**config.mk**
```make
export PLATFORM = sky130hd
export DESIGN_NAME = ipr_unit
export DESIGN_NICKNAME = d
export VERILOG_FILES = /design/src/rtl/ipr_pkg.sv /design/src/rtl/ipr_decode.sv /design/src/rtl/ipr_scratch.sv /design/src/rtl/ipr_unit.sv
export SDC_FILE = /design/constraint.sdc
export NUM_CORES = 2
export LEC_CHECK = 0
export BUFFER_PORTS_ARGS = -buffer_cell sky130_fd_sc_hd__buf_2
export CAP_MARGIN = 20
export CORE_ASPECT_RATIO = 0.5
export CORE_MARGIN = 2
export CORE_UTILIZATION = 30
export DETAILED_ROUTE_END_ITERATION = 10
export PLACE_DENSITY = 0.47
export SLEW_MARGIN = 30
export SYNTH_ARGS = -nofsm -noshare
export SYNTH_HDL_FRONTEND = slang
export SYNTH_SLANG_ARGS = --single-unit
```
**constraint.sdc**
```tcl
create_clock -name clk -period 2.7 [get_ports clk]
set_clock_uncertainty 0.15 [all_clocks]
set_input_delay 0.135 -clock clk [delete_from_list [all_inputs] [get_ports clk]]
set_output_delay 0.135 -clock clk [all_outputs]
set_load 0.005 [all_outputs]
```
**src/rtl/ipr_pkg.sv**
```systemverilog
package ipr_pkg;

    localparam int IDX_W   = 8;
    localparam int DW      = 64;
    localparam int SCR_MAX = 24;

    localparam logic [IDX_W-1:0] IX_PBASE   = 8'h18;
    localparam logic [IDX_W-1:0] IX_EXCADR  = 8'h19;
    localparam logic [IDX_W-1:0] IX_ASTREQ  = 8'h1A;
    localparam logic [IDX_W-1:0] IX_ASTEN   = 8'h1B;
    localparam logic [IDX_W-1:0] IX_IPL     = 8'h1C;
    localparam logic [IDX_W-1:0] IX_CURMODE = 8'h1D;
    localparam logic [IDX_W-1:0] IX_ALTMODE = 8'h1E;
    localparam logic [IDX_W-1:0] IX_SWIRQ   = 8'h1F;
    localparam logic [IDX_W-1:0] IX_CMODE   = 8'h20;
    localparam logic [IDX_W-1:0] IX_MBMODE  = 8'h21;
    localparam logic [IDX_W-1:0] IX_EXCSUM  = 8'h22;
    localparam logic [IDX_W-1:0] IX_EXCMSK  = 8'h23;
    localparam logic [IDX_W-1:0] IX_MODECTL = 8'h24;
    localparam logic [IDX_W-1:0] IX_FVA     = 8'h25;
    localparam logic [IDX_W-1:0] IX_INTID   = 8'h26;
    localparam logic [IDX_W-1:0] IX_MMSTAT  = 8'h27;
    localparam logic [IDX_W-1:0] IX_SERRCV  = 8'h28;
    localparam logic [IDX_W-1:0] IX_HWCLR   = 8'h29;
    localparam logic [IDX_W-1:0] IX_DCFL    = 8'h2A;
    localparam logic [IDX_W-1:0] IX_ICFL    = 8'h2B;
    localparam logic [IDX_W-1:0] IX_DINVA   = 8'h2C;
    localparam logic [IDX_W-1:0] IX_DINVP   = 8'h2D;
    localparam logic [IDX_W-1:0] IX_DINV1   = 8'h2E;
    localparam logic [IDX_W-1:0] IX_IINVA   = 8'h2F;
    localparam logic [IDX_W-1:0] IX_IINVP   = 8'h30;
    localparam logic [IDX_W-1:0] IX_IINV1   = 8'h31;
    localparam logic [IDX_W-1:0] IX_FIRST_UNUSED = 8'h32;

    localparam logic [DW-1:0] M_ALL  = {DW{1'b1}};
    localparam logic [DW-1:0] M_EXC  = ~64'h2;
    localparam logic [DW-1:0] M_AST  = 64'hf;
    localparam logic [DW-1:0] M_IPL  = 64'h1f;
    localparam logic [DW-1:0] M_MODE = 64'h18;
    localparam logic [DW-1:0] M_SW   = 64'h7fff0;
    localparam logic [DW-1:0] M_CM   = 64'h3f;

    typedef enum logic [2:0] {
        FX_NONE, FX_DALL, FX_DPROC, FX_DONE, FX_IALL, FX_IPROC, FX_IONE
    } fx_e;

    typedef struct packed {
        logic          rd_ok;
        logic          wr_ok;
        logic [DW-1:0] wmask;
        logic          wr_zero;
        logic          rd_unlock;
        fx_e           fx;
    } dec_t;

endpackage

```
**src/rtl/ipr_decode.sv**
```systemverilog
module ipr_decode
    import ipr_pkg::*;
#(
    parameter int NUM_SCRATCH = 24
) (
    input  logic [IDX_W-1:0] idx,
    output dec_t             dec
);

    always_comb begin
        dec = '{rd_ok: 1'b0, wr_ok: 1'b0, wmask: M_ALL, wr_zero: 1'b0,
                rd_unlock: 1'b0, fx: FX_NONE};
        if (int'(idx) < NUM_SCRATCH && int'(idx) < SCR_MAX) begin
            dec.rd_ok = 1'b1;
            dec.wr_ok = 1'b1;
        end else begin
            case (idx)
                IX_PBASE, IX_MODECTL: begin
                    dec.rd_ok = 1'b1; dec.wr_ok = 1'b1;
                end
                IX_EXCADR: begin
                    dec.rd_ok = 1'b1; dec.wr_ok = 1'b1; dec.wmask = M_EXC;
                end
                IX_ASTREQ, IX_ASTEN: begin
                    dec.rd_ok = 1'b1; dec.wr_ok = 1'b1; dec.wmask = M_AST;
                end
                IX_IPL: begin
                    dec.rd_ok = 1'b1; dec.wr_ok = 1'b1; dec.wmask = M_IPL;
                end
                IX_CURMODE: begin
                    dec.rd_ok = 1'b1; dec.wr_ok = 1'b1; dec.wmask = M_MODE;
                end
                IX_ALTMODE: begin
                    dec.wr_ok = 1'b1; dec.wmask = M_MODE;
                end
                IX_SWIRQ: begin
                    dec.rd_ok = 1'b1; dec.wr_ok = 1'b1; dec.wmask = M_SW;
                end
                IX_CMODE, IX_MBMODE: begin
                    dec.rd_ok = 1'b1; dec.wr_ok = 1'b1; dec.wmask = M_CM;
                end
                IX_EXCSUM, IX_EXCMSK: begin
                    dec.rd_ok = 1'b1; dec.wr_ok = 1'b1; dec.wr_zero = 1'b1;
                end
                IX_FVA: begin
                    dec.rd_ok = 1'b1; dec.rd_unlock = 1'b1;
                end
                IX_INTID, IX_MMSTAT, IX_SERRCV: begin
                    dec.rd_ok = 1'b1;
                end
                IX_HWCLR, IX_DCFL, IX_ICFL: begin
                    dec.wr_ok = 1'b1;
                end
                IX_DINVA: begin
                    dec.wr_ok = 1'b1; dec.wr_zero = 1'b1; dec.fx = FX_DALL;
                end
                IX_DINVP: begin
                    dec.wr_ok = 1'b1; dec.wr_zero = 1'b1; dec.fx = FX_DPROC;
                end
                IX_DINV1: begin
                    dec.wr_ok = 1'b1; dec.fx = FX_DONE;
                end
                IX_IINVA: begin
                    dec.wr_ok = 1'b1; dec.wr_zero = 1'b1; dec.fx = FX_IALL;
                end
                IX_IINVP: begin
                    dec.wr_ok = 1'b1; dec.wr_zero = 1'b1; dec.fx = FX_IPROC;
                end
                IX_IINV1: begin
                    dec.wr_ok = 1'b1; dec.fx = FX_IONE;
                end
                default: ;
            endcase
        end
    end

endmodule

```
**src/rtl/ipr_scratch.sv**
```systemverilog
module ipr_scratch
    import ipr_pkg::*;
#(
    parameter int NUM = 24,
    localparam int AW = (NUM > 1) ? $clog2(NUM) : 1
) (
    input  logic          clk,
    input  logic          rst_n,
    input  logic          we,
    input  logic [AW-1:0] waddr,
    input  logic [DW-1:0] wdata,
    input  logic [AW-1:0] raddr,
    output logic [DW-1:0] rdata
);

    logic [DW-1:0] bank_q [NUM];

    for (genvar g = 0; g < NUM; g++) begin : g_ent
        logic [DW-1:0] ent_d;

        always_comb begin
            ent_d = bank_q[g];
            if (we && int'(waddr) == g) begin
                ent_d = wdata;
            end
        end

        always_ff @(posedge clk) begin
            if (!rst_n) begin
                bank_q[g] <= '0;
            end else begin
                bank_q[g] <= ent_d;
            end
        end
    end

    always_comb begin
        rdata = '0;
        for (int i = 0; i < NUM; i++) begin
            if (int'(raddr) == i) begin
                rdata = bank_q[i];
            end
        end
    end

endmodule

```
**src/rtl/ipr_unit.sv**
```systemverilog
module ipr_unit
    import ipr_pkg::*;
#(
    parameter int            NUM_SCRATCH = 24,
    parameter logic [63:0]   PBASE_RST   = 64'h0000_0000_0040_0000,
    parameter logic [63:0]   MODE_RST    = 64'h6
) (
    input  logic              clk,
    input  logic              rst_n,
    input  logic [7:0]        acc_idx,
    input  logic [63:0]       acc_wdata,
    input  logic              acc_rd,
    input  logic              acc_wr,
    output logic [63:0]       rd_data,
    output logic              acc_fault,
    output logic              intr_unlock_p,
    output logic [1:0]        tlb_inv_all_p,
    output logic [1:0]        tlb_inv_proc_p,
    output logic [1:0]        tlb_inv_one_p,
    output logic [63:0]       tlb_inv_va
);

    localparam int SAW = (NUM_SCRATCH > 1) ? $clog2(NUM_SCRATCH) : 1;

    typedef struct packed {
        logic [DW-1:0] pbase;
        logic [DW-1:0] exc_addr;
        logic [DW-1:0] ast_req;
        logic [DW-1:0] ast_en;
        logic [DW-1:0] ipl;
        logic [DW-1:0] cur_mode;
        logic [DW-1:0] sw_irq;
        logic [DW-1:0] cache_mode;
        logic [DW-1:0] mbuf_mode;
        logic [DW-1:0] exc_sum;
        logic [DW-1:0] exc_mask;
        logic [DW-1:0] mode_ctl;
        logic [DW-1:0] rdata;
        logic          fault;
        logic          unlock;
        logic [1:0]    inv_all;
        logic [1:0]    inv_proc;
        logic [1:0]    inv_one;
        logic [DW-1:0] inv_va;
    } st_t;

    st_t           st_d, st_q;
    dec_t          dec;
    logic          legal_rd, legal_wr, any_acc, is_scr;
    logic [DW-1:0] wval, rmux, scr_rdata;

    ipr_decode #(.NUM_SCRATCH(NUM_SCRATCH)) u_dec (
        .idx (acc_idx),
        .dec (dec)
    );

    assign is_scr   = int'(acc_idx) < NUM_SCRATCH;
    assign any_acc  = acc_rd | acc_wr;
    assign legal_rd = acc_rd & ~acc_wr & dec.rd_ok;
    assign legal_wr = acc_wr & ~acc_rd & dec.wr_ok;
    assign wval     = dec.wr_zero ? '0 : (acc_wdata & dec.wmask);

    ipr_scratch #(.NUM(NUM_SCRATCH)) u_scr (
        .clk   (clk),
        .rst_n (rst_n),
        .we    (legal_wr & is_scr),
        .waddr (acc_idx[SAW-1:0]),
        .wdata (wval),
        .raddr (acc_idx[SAW-1:0]),
        .rdata (scr_rdata)
    );

    always_comb begin
        rmux = '0;
        if (is_scr) begin
            rmux = scr_rdata;
        end else begin
            case (acc_idx)
                IX_PBASE:   rmux = st_q.pbase;
                IX_EXCADR:  rmux = st_q.exc_addr;
                IX_ASTREQ:  rmux = st_q.ast_req;
                IX_ASTEN:   rmux = st_q.ast_en;
                IX_IPL:     rmux = st_q.ipl;
                IX_CURMODE: rmux = st_q.cur_mode;
                IX_SWIRQ:   rmux = st_q.sw_irq;
                IX_CMODE:   rmux = st_q.cache_mode;
                IX_MBMODE:  rmux = st_q.mbuf_mode;
                IX_EXCSUM:  rmux = st_q.exc_sum;
                IX_EXCMSK:  rmux = st_q.exc_mask;
                IX_MODECTL: rmux = st_q.mode_ctl;
                default:    rmux = '0;
            endcase
        end
    end

    always_comb begin
        st_d          = st_q;
        st_d.rdata    = '0;
        st_d.unlock   = 1'b0;
        st_d.inv_all  = 2'b00;
        st_d.inv_proc = 2'b00;
        st_d.inv_one  = 2'b00;
        st_d.fault    = any_acc & ~(legal_rd | legal_wr);

        if (legal_wr) begin
            case (acc_idx)
                IX_PBASE:   st_d.pbase      = wval;
                IX_EXCADR:  st_d.exc_addr   = wval;
                IX_ASTREQ:  st_d.ast_req    = wval;
                IX_ASTEN:   st_d.ast_en     = wval;
                IX_IPL:     st_d.ipl        = wval;
                IX_CURMODE: st_d.cur_mode   = wval;
                IX_SWIRQ:   st_d.sw_irq     = wval;
                IX_CMODE:   st_d.cache_mode = wval;
                IX_MBMODE:  st_d.mbuf_mode  = wval;
                IX_EXCSUM:  st_d.exc_sum    = wval;
                IX_EXCMSK:  st_d.exc_mask   = wval;
                IX_MODECTL: st_d.mode_ctl   = wval;
                default: ;
            endcase
            case (dec.fx)
                FX_DALL:  st_d.inv_all  = 2'b01;
                FX_IALL:  st_d.inv_all  = 2'b10;
                FX_DPROC: st_d.inv_proc = 2'b01;
                FX_IPROC: st_d.inv_proc = 2'b10;
                FX_DONE: begin
                    st_d.inv_one = 2'b01;
                    st_d.inv_va  = wval;
                end
                FX_IONE: begin
                    st_d.inv_one = 2'b10;
                    st_d.inv_va  = wval;
                end
                default: ;
            endcase
        end

        if (legal_rd) begin
            st_d.rdata  = rmux;
            st_d.unlock = dec.rd_unlock;
        end
    end

    always_ff @(posedge clk) begin
        if (!rst_n) begin
            st_q          <= '0;
            st_q.pbase    <= PBASE_RST;
            st_q.mode_ctl <= MODE_RST;
        end else begin
            st_q <= st_d;
        end
    end

    assign rd_data        = st_q.rdata;
    assign acc_fault      = st_q.fault;
    assign intr_unlock_p  = st_q.unlock;
    assign tlb_inv_all_p  = st_q.inv_all;
    assign tlb_inv_proc_p = st_q.inv_proc;
    assign tlb_inv_one_p  = st_q.inv_one;
    assign tlb_inv_va     = st_q.inv_va;

endmodule

```
=== Word-level counts from Yosys, hierarchy flattened ===
Memories as Yosys holds them, arrays and structs flattened.
Index checks and enable logic that the tools add are counted.

* RAM bits: 1536
* Output and inout port bits: 136
* ROM bits: 0
* Input bits: 76
* Logic and storage cells: 250
* Register bits: 904
* Latch bits: 0
* Memories kept: 1

{| class="wikitable"
|+ Memory list
! memory !! words !! width !! rd ports !! clocked after Yosys merged registers in !! write ports !! line !! source
|-
| u_scr.bank_q || 24 || 64 || 24 || 0 || 24 || ipr_scratch.sv:16 || <nowiki>logic [DW-1:0] bank_q [NUM];</nowiki>
|}

* Multiplexer cells: 88
* Eq/ne operators: 55
* Shifts and indexed selects: 0
* Divide/modulo/power cells: 0
* Magnitude comparators: 1
* Add/subtract/negate cells: 0
* Bitwise logic cells: 38
* Reduce and logical (&&, ||, !) cells: 48
* Multipliers: 0

{| class="wikitable"
|+ Operators with widths
! cell !! number
|-
| $mux W64 || 74
|-
| $pmux W64 S12 || 1
|-
| $pmux W64 S6 || 1
|-
| $eq A8 B6 Y1 const B || 18
|-
| $pmux W66 S2 || 1
|-
| $eq A5 B5 Y1 const B || 16
|-
| $mux W69 || 1
|-
| $and A64 B64 Y64 || 1
|-
| $eq A8 B5 Y1 const B || 8
|-
| $reduce_and A2 Y1 || 15
|-
| $or A1 B1 Y1 || 26
|-
| $logic_and A1 B1 Y1 || 24
|-
| $reduce_or A22 Y1 || 1
|-
| $eq A5 B4 Y1 const B || 4
|-
| $pmux W3 S6 || 1
|-
| $reduce_or A16 Y1 || 1
|-
| $eq A5 B3 Y1 const B || 2
|-
| $eq A3 B3 Y1 const B || 3
|-
| $lt A8 B5 Y1 const B || 1
|-
| $pmux W2 S2 || 2
|-
| $and A1 B1 Y1 || 6
|-
| $eq A3 B2 Y1 const B || 2
|-
| $mux W1 || 6
|-
| $reduce_or A2 Y1 || 3
|-
| 8 further kinds || 12
|}

=== Depth between registers and ports, before layout ===
* Depth after elaboration: 26
* Mapped depth: 14
* Gate-level depth less buffers: 7

=== Modules after synthesis ===
Synthesis repeated with hierarchy kept, for this count alone.

* Cells, all modules: 13760
* Area total of the unflattened synthesis: 110792.5 µm²

{| class="wikitable"
|+ By module, submodules not included
! module !! instances !! area an instance (µm²) !! sequential area each (µm²) !! cells each
|-
| ipr_scratch || 1 || 69623.0 || 30749.5 || 8839
|-
| ipr_unit || 1 || 40278.6 || 18097.4 || 4792
|-
| ipr_decode || 1 || 890.9 || 0.0 || 129
|}

=== Worst setup path before layout ===
No wires, ideal clock.

* Path kind: input-to-reg
* From: in acc_idx[1]
* To: reg st_q, in the netlist rd_data[18]
* Data arrival time: 2.171 ns
* Data required time: 2.423 ns
* Path slack: 0.252 ns
* Setup time: 0.127 ns
* Path buffers: 5
* Stages: 11
* Path through: buf_2 -> buf_6 -> buf_6 -> buf_4 -> and2_1 -> buf_2 -> a222oi_1 -> o22ai_1 -> a2111oi_0 -> a31oi_1 -> or3_1

* Cells in the longest elaborated chain, start to end: 26
* Elaborated cells between the ends (all ways): 72
* Those cells by class: 1 x order compare; 39 x eq/ne; 28 x mux; 1 x bitwise; 3 x reduce/logical

{| class="wikitable"
|+ RTL lines
! element !! line !! source
|-
| from (decl) || ipr_unit.sv:10 || <nowiki>input logic [7:0] acc_idx,</nowiki>
|-
| $logic_not A5 Y1 || ipr_scratch.sv:40 || <nowiki>if (int'(raddr) == i) begin</nowiki>
|-
| $mux W64 (24 in series) || ipr_scratch.sv:40 ||
|-
| $mux W64 || ipr_unit.sv:75 || <nowiki>if (is_scr) begin</nowiki>
|-
| to (signal assigned) || ipr_unit.sv:150 || <nowiki>st_q <= st_d;</nowiki>
|-
| to (decl) || ipr_unit.sv:47 || <nowiki>st_t st_d, st_q;</nowiki>
|}

Several ways; a longest one is shown, not always the timed one.
A chain may end at the register's enable or synchronous reset.

=== Worst setup path after layout ===
* From: in acc_idx[5]
* To: reg st_q, in the netlist rd_data[21]

* Cells in the longest elaborated chain, start to end: 6
* Elaborated cells between the ends (all ways): 24
* Those cells by class: 1 x order compare; 16 x eq/ne; 4 x mux; 1 x bitwise; 2 x reduce/logical

{| class="wikitable"
|+ RTL lines
! element !! line !! source
|-
| $eq A8 B5 Y1, or another cell as far along || ipr_decode.sv:17, ipr_unit.sv:78 ||
|-
| $reduce_or A16 Y1 (no source line) || - ||
|-
| $mux W1 || ipr_decode.sv:17 || <nowiki>case (idx)</nowiki>
|-
| $mux W2 || ipr_decode.sv:13 || <nowiki>if (int'(idx) < NUM_SCRATCH && int'(idx) < SCR_MAX) begin</nowiki>
|-
| $and A1 B1 Y1 || ipr_unit.sv:59 || <nowiki>assign legal_rd = acc_rd & ~acc_wr & dec.rd_ok;</nowiki>
|-
| $reduce_and A2 Y1 (no source line) || - ||
|}

Several ways; a longest one is shown, not always the timed one.

==> results by group <==
Yosys
  • Main synth FF type: dfxtp_1
  • Ys async rst share: 0%
  • Number of flops mapped to enable cells by yosys: 0
  • FF+latch count, synth: 2440
  • Syn Inst Count: 11400
  • Distinct cells, synth: 94
  • Area leader, netlist: dfxtp_1
  • Commonest cells in the netlist: dfxtp_1, nand3_1, o21ai_0
  • Dominant cell by count in the synthesized netlist: dfxtp_1
  • Share of the synthesized area in the top cell type: 49.8%
  • Mapped Area: 0.0981 mm^2
  • Seq/Total Area, Yosys: 49.8%
  • Syn. warnings: 0
  • Syn avg cell area: 8.63 um^2
  • Syn_nets: 11400
  • Top cells by area, synth: dfxtp_1, nand3_1, o21ai_0

Global routing
  • Initial antenna violation count: 40
  • Vias in the first global route: 84200
  • Global route overflow: 0
  • Total track usage: 28.0%
  • Pin count of the biggest net entering global routing: 183
  • First-pass GRT wire length: 674 mm

Detailed routing
  • Routed len/inst: 29.3 um
  • DR pass1 iterations: 8
  • Remaining DRCs: 0
  • Initial DRC Count: 12500
  • Final ANT Viol Nets: 0
  • Post-Route WL: 486 mm
  • Vias per cell: 5.63
  • Via Count: 93600

Finish
  • Post-Layout Cell Count: 16600
  • Nets: 12100
  • Fraction of layout cells with a size suffix above 1: 18.5%
  • Area Growth Syn to Fin: 26.3%
  • Utilization after layout: 38.1%

Worst setup path
  • CP required: 3.44 ns
  • Slowest cell on the critical path: dlygate4sd3_1
  • Most frequent CP cell: buf_4
  • Critical Path, Cell by Cell: buf_2 > buf_4 > dlygate4sd3_1 > a211oi_4 > nand2_1 > buf_4 > nor3_2 > o211ai_1 > a31oi_2 > buf_4
  • CP Class: input port to register
  • Crit path max-delay family: buffers and inverters
  • Element type at the critical path end: register
  • Crit path largest cell delay: 0.59 ns
  • Crit start category: input port
  • CP max FO: 7
  • Buf/Inv on CP: 5
  • Worst EP arrival: 3.55 ns

Timing
  • Final WS setup: -0.108 ns
  • Fmax: 0.356 GHz
  • Actual slew at the worst max-slew pin: 1.01 ns
  • Setup TNS: -0.244 ns
  • Tcrit/Tclk final: 104%
  • Final setup viols: 3
  • Final worst path period need: 2.81 ns
  • Worst slew margin relative to its limit: 32.6%
  • Fin. Hold Viols: 0
  • Final Slew Violations: 0

Outcome
  • Status: finished, violations left
  • Failing checks: setup timing

Clock network
  • Clock buffer depth: 4
  • Clock Latency Late Sink: 0.96 ns
  • Number of buffers created by CTS: 244
  • CTS Sinks: 2440
  • Root Driver: clkbuf_16
  • Clock transition at the registers of the reported paths: 0.06 ns
  • CTS H-Tree Depth: 4
  • CTS tree: yes

Hold path
  • Worst Hold Class: input port to register

Die
  • Initial Util: 30.2%
  • Row cnt: 148
  • CORE AREA: 0.325 mm^2
  • Die width: 813 um
  • I/O pin count: 212
  • Die area: 0.332 mm^2
  • Die height: 408 um

Power and ir drop
  • P_sw: 19.8 mW
  • Cell area power density: 630 mW/mm^2
  • Worst ir drop on vdd: 0.505 mV
  • Clk network pwr share: 45.8%
  • Sequential share of power: 46.2%
  • Switching Share: 25.4%
  • Internal power: 58.2 mW
  • Leak Pwr: 46.1 nW
  • Logic gate share of total power: 8.0%

Placement
  • Pre-CTS setup slack: -1.32 ns
  • # placed instances: 16000
  • Detail Placement HPWL: 339 mm
  • Routability cong.: 0.938
  • Port bufs: 211

Flow run
  • Max Cap Viol: 0
logic make-up (layout without fill, tap and decap cells):
logic type	Yosys count	in the layout	share of synthesized area, %
other	0	16	0
DFF	2440	2440	49.8
AOI/OAI and AO/OA	3578	3578	22.0
buffers and inverters	1379	2263	6.36
and+or+nand+nor	3689	3689	18.8
muxes	280	280	3.05
tightest hold or removal path: stages:
cell           delay (ns)
dlygate4sd3_1        0.61
buf_2                0.21
nand3_1              0.08
a21boi_1             0.05
timing repair:
item | in CTS | in global routing
resized for setup | 9 | 8
setup buffers | 0 | 2
gates cloned | 0 | 0
endpoints found under the hold margin | 1962 | 0
pin swaps | 0 | 1
setup endpoints to repair | 6 | 10
hold buffers | 137 | 0
power by group through the flow:
| stage | clock network (mW) | registers (mW) | logic [mW] |
|---|---|---|---|
| floorplan | 0 | 36.8 | 2.08 |
| global placement | 0 | 36.8 | 5.80 |
| detailed placement | 0 | 36.8 | 5.80 |
| CTS | 36.1 | 36.0 | 6.00 |
| global route | 37.5 | 36.0 | 6.26 |
| finish | 35.7 | 36.0 | 6.23 |
cell type report:
cell class / instances / area [um^2]
repair buffers: 1810 / 17600
fillers: 33100 / 201000
inverters: 14 / 56.3
well taps: 4350 / 5440
diodes: 16 / 40.0
clock buffers: 370 / 7340
multi-input cells: 7547 / 43600
flip-flops and latches: 2440 / 48800
clock inverters: 69 / 826
stage by stage:
| step | power (mW) | hold slack (ns) | area, um^2 |
|---|---|---|---|
| floorplan | 38.9 | 0.131 | 98100 |
| global placement | 42.6 | 0.285 | 114000 |
| detailed placement | 42.6 | 0.289 | 114000 |
| CTS | 78.1 | 0.00829 | 124000 |
| global route | 79.7 | 0.0272 | 124000 |
| finish | 78.0 | 0.0473 | 124000 |
path summary, 6_finish.rpt:
check,from,to,slack (ns),cells past startpoint
setup / recovery,acc_idx[5],rd_data[21]$_SDFF_PN0_,-0.11,10
hold / removal,acc_wdata[43],u_scr.bank_q[23][43]$_SDFFE_PN0P_,0.05,4
setup reg to reg,u_scr.bank_q[0][44]$_SDFFE_PN0P_,rd_data[44]$_SDFF_PN0_,-0.11,9
hold reg to reg,st_q[824]$_SDFFE_PN0P_,st_q[824]$_SDFFE_PN0P_,0.30,2
layout by cell type, fill, tap and decap left out, types with 24 or more instances in the layout:
cell	synthesis	routed
dlygate4sd3_1	0	137
nand2_1	669	641
a22o_1	45	45
nor3_1	49	42
buf_2	210	206
a21oi_1	362	361
a31oi_1	42	41
nand2b_1	29	25
o22ai_1	136	136
a221oi_1	106	105
mux2i_1	208	208
buf_12	0	333
buf_4	171	1130
clkbuf_16	0	249
a222oi_1	24	24
o21ai_0	1642	1639
and2_1	431	426
nor2_1	325	306
clkbuf_8	0	65
and3_1	148	148
o211ai_1	55	55
o21ai_1	290	293
a211oi_1	58	55
a21boi_1	196	195
a22oi_1	218	218
clkinv_2	0	40
dfxtp_1	2440	2440
clkbuf_1	740	56
o2bb2ai_1	37	37
mux2_2	63	63
a21boi_0	86	85
o221ai_1	61	60
nand3_1	1886	1881
a2bb2oi_1	26	26
metal layers:
metal	wire [um]	GRT usage (%)	vias to the layer above
met1	222000	41.5	46100
met4	17400	8.97	18
met2	200000	40.4	4638
met5	114	0	-
met3	46200	5.20	749
li1	-	-	42100
flip-flops by register name (all words and copies together) (netlist names):
name and cells:
tlb_inv_all_p 2, tlb_inv_proc_p 2, tlb_inv_one_p 2, tlb_inv_va 64, u_scr.bank_q 1536, rd_data 64
intr_unlock_p 1, st_q 768, acc_fault 1
No activity file was read; power rests on OpenSTA's default activity.
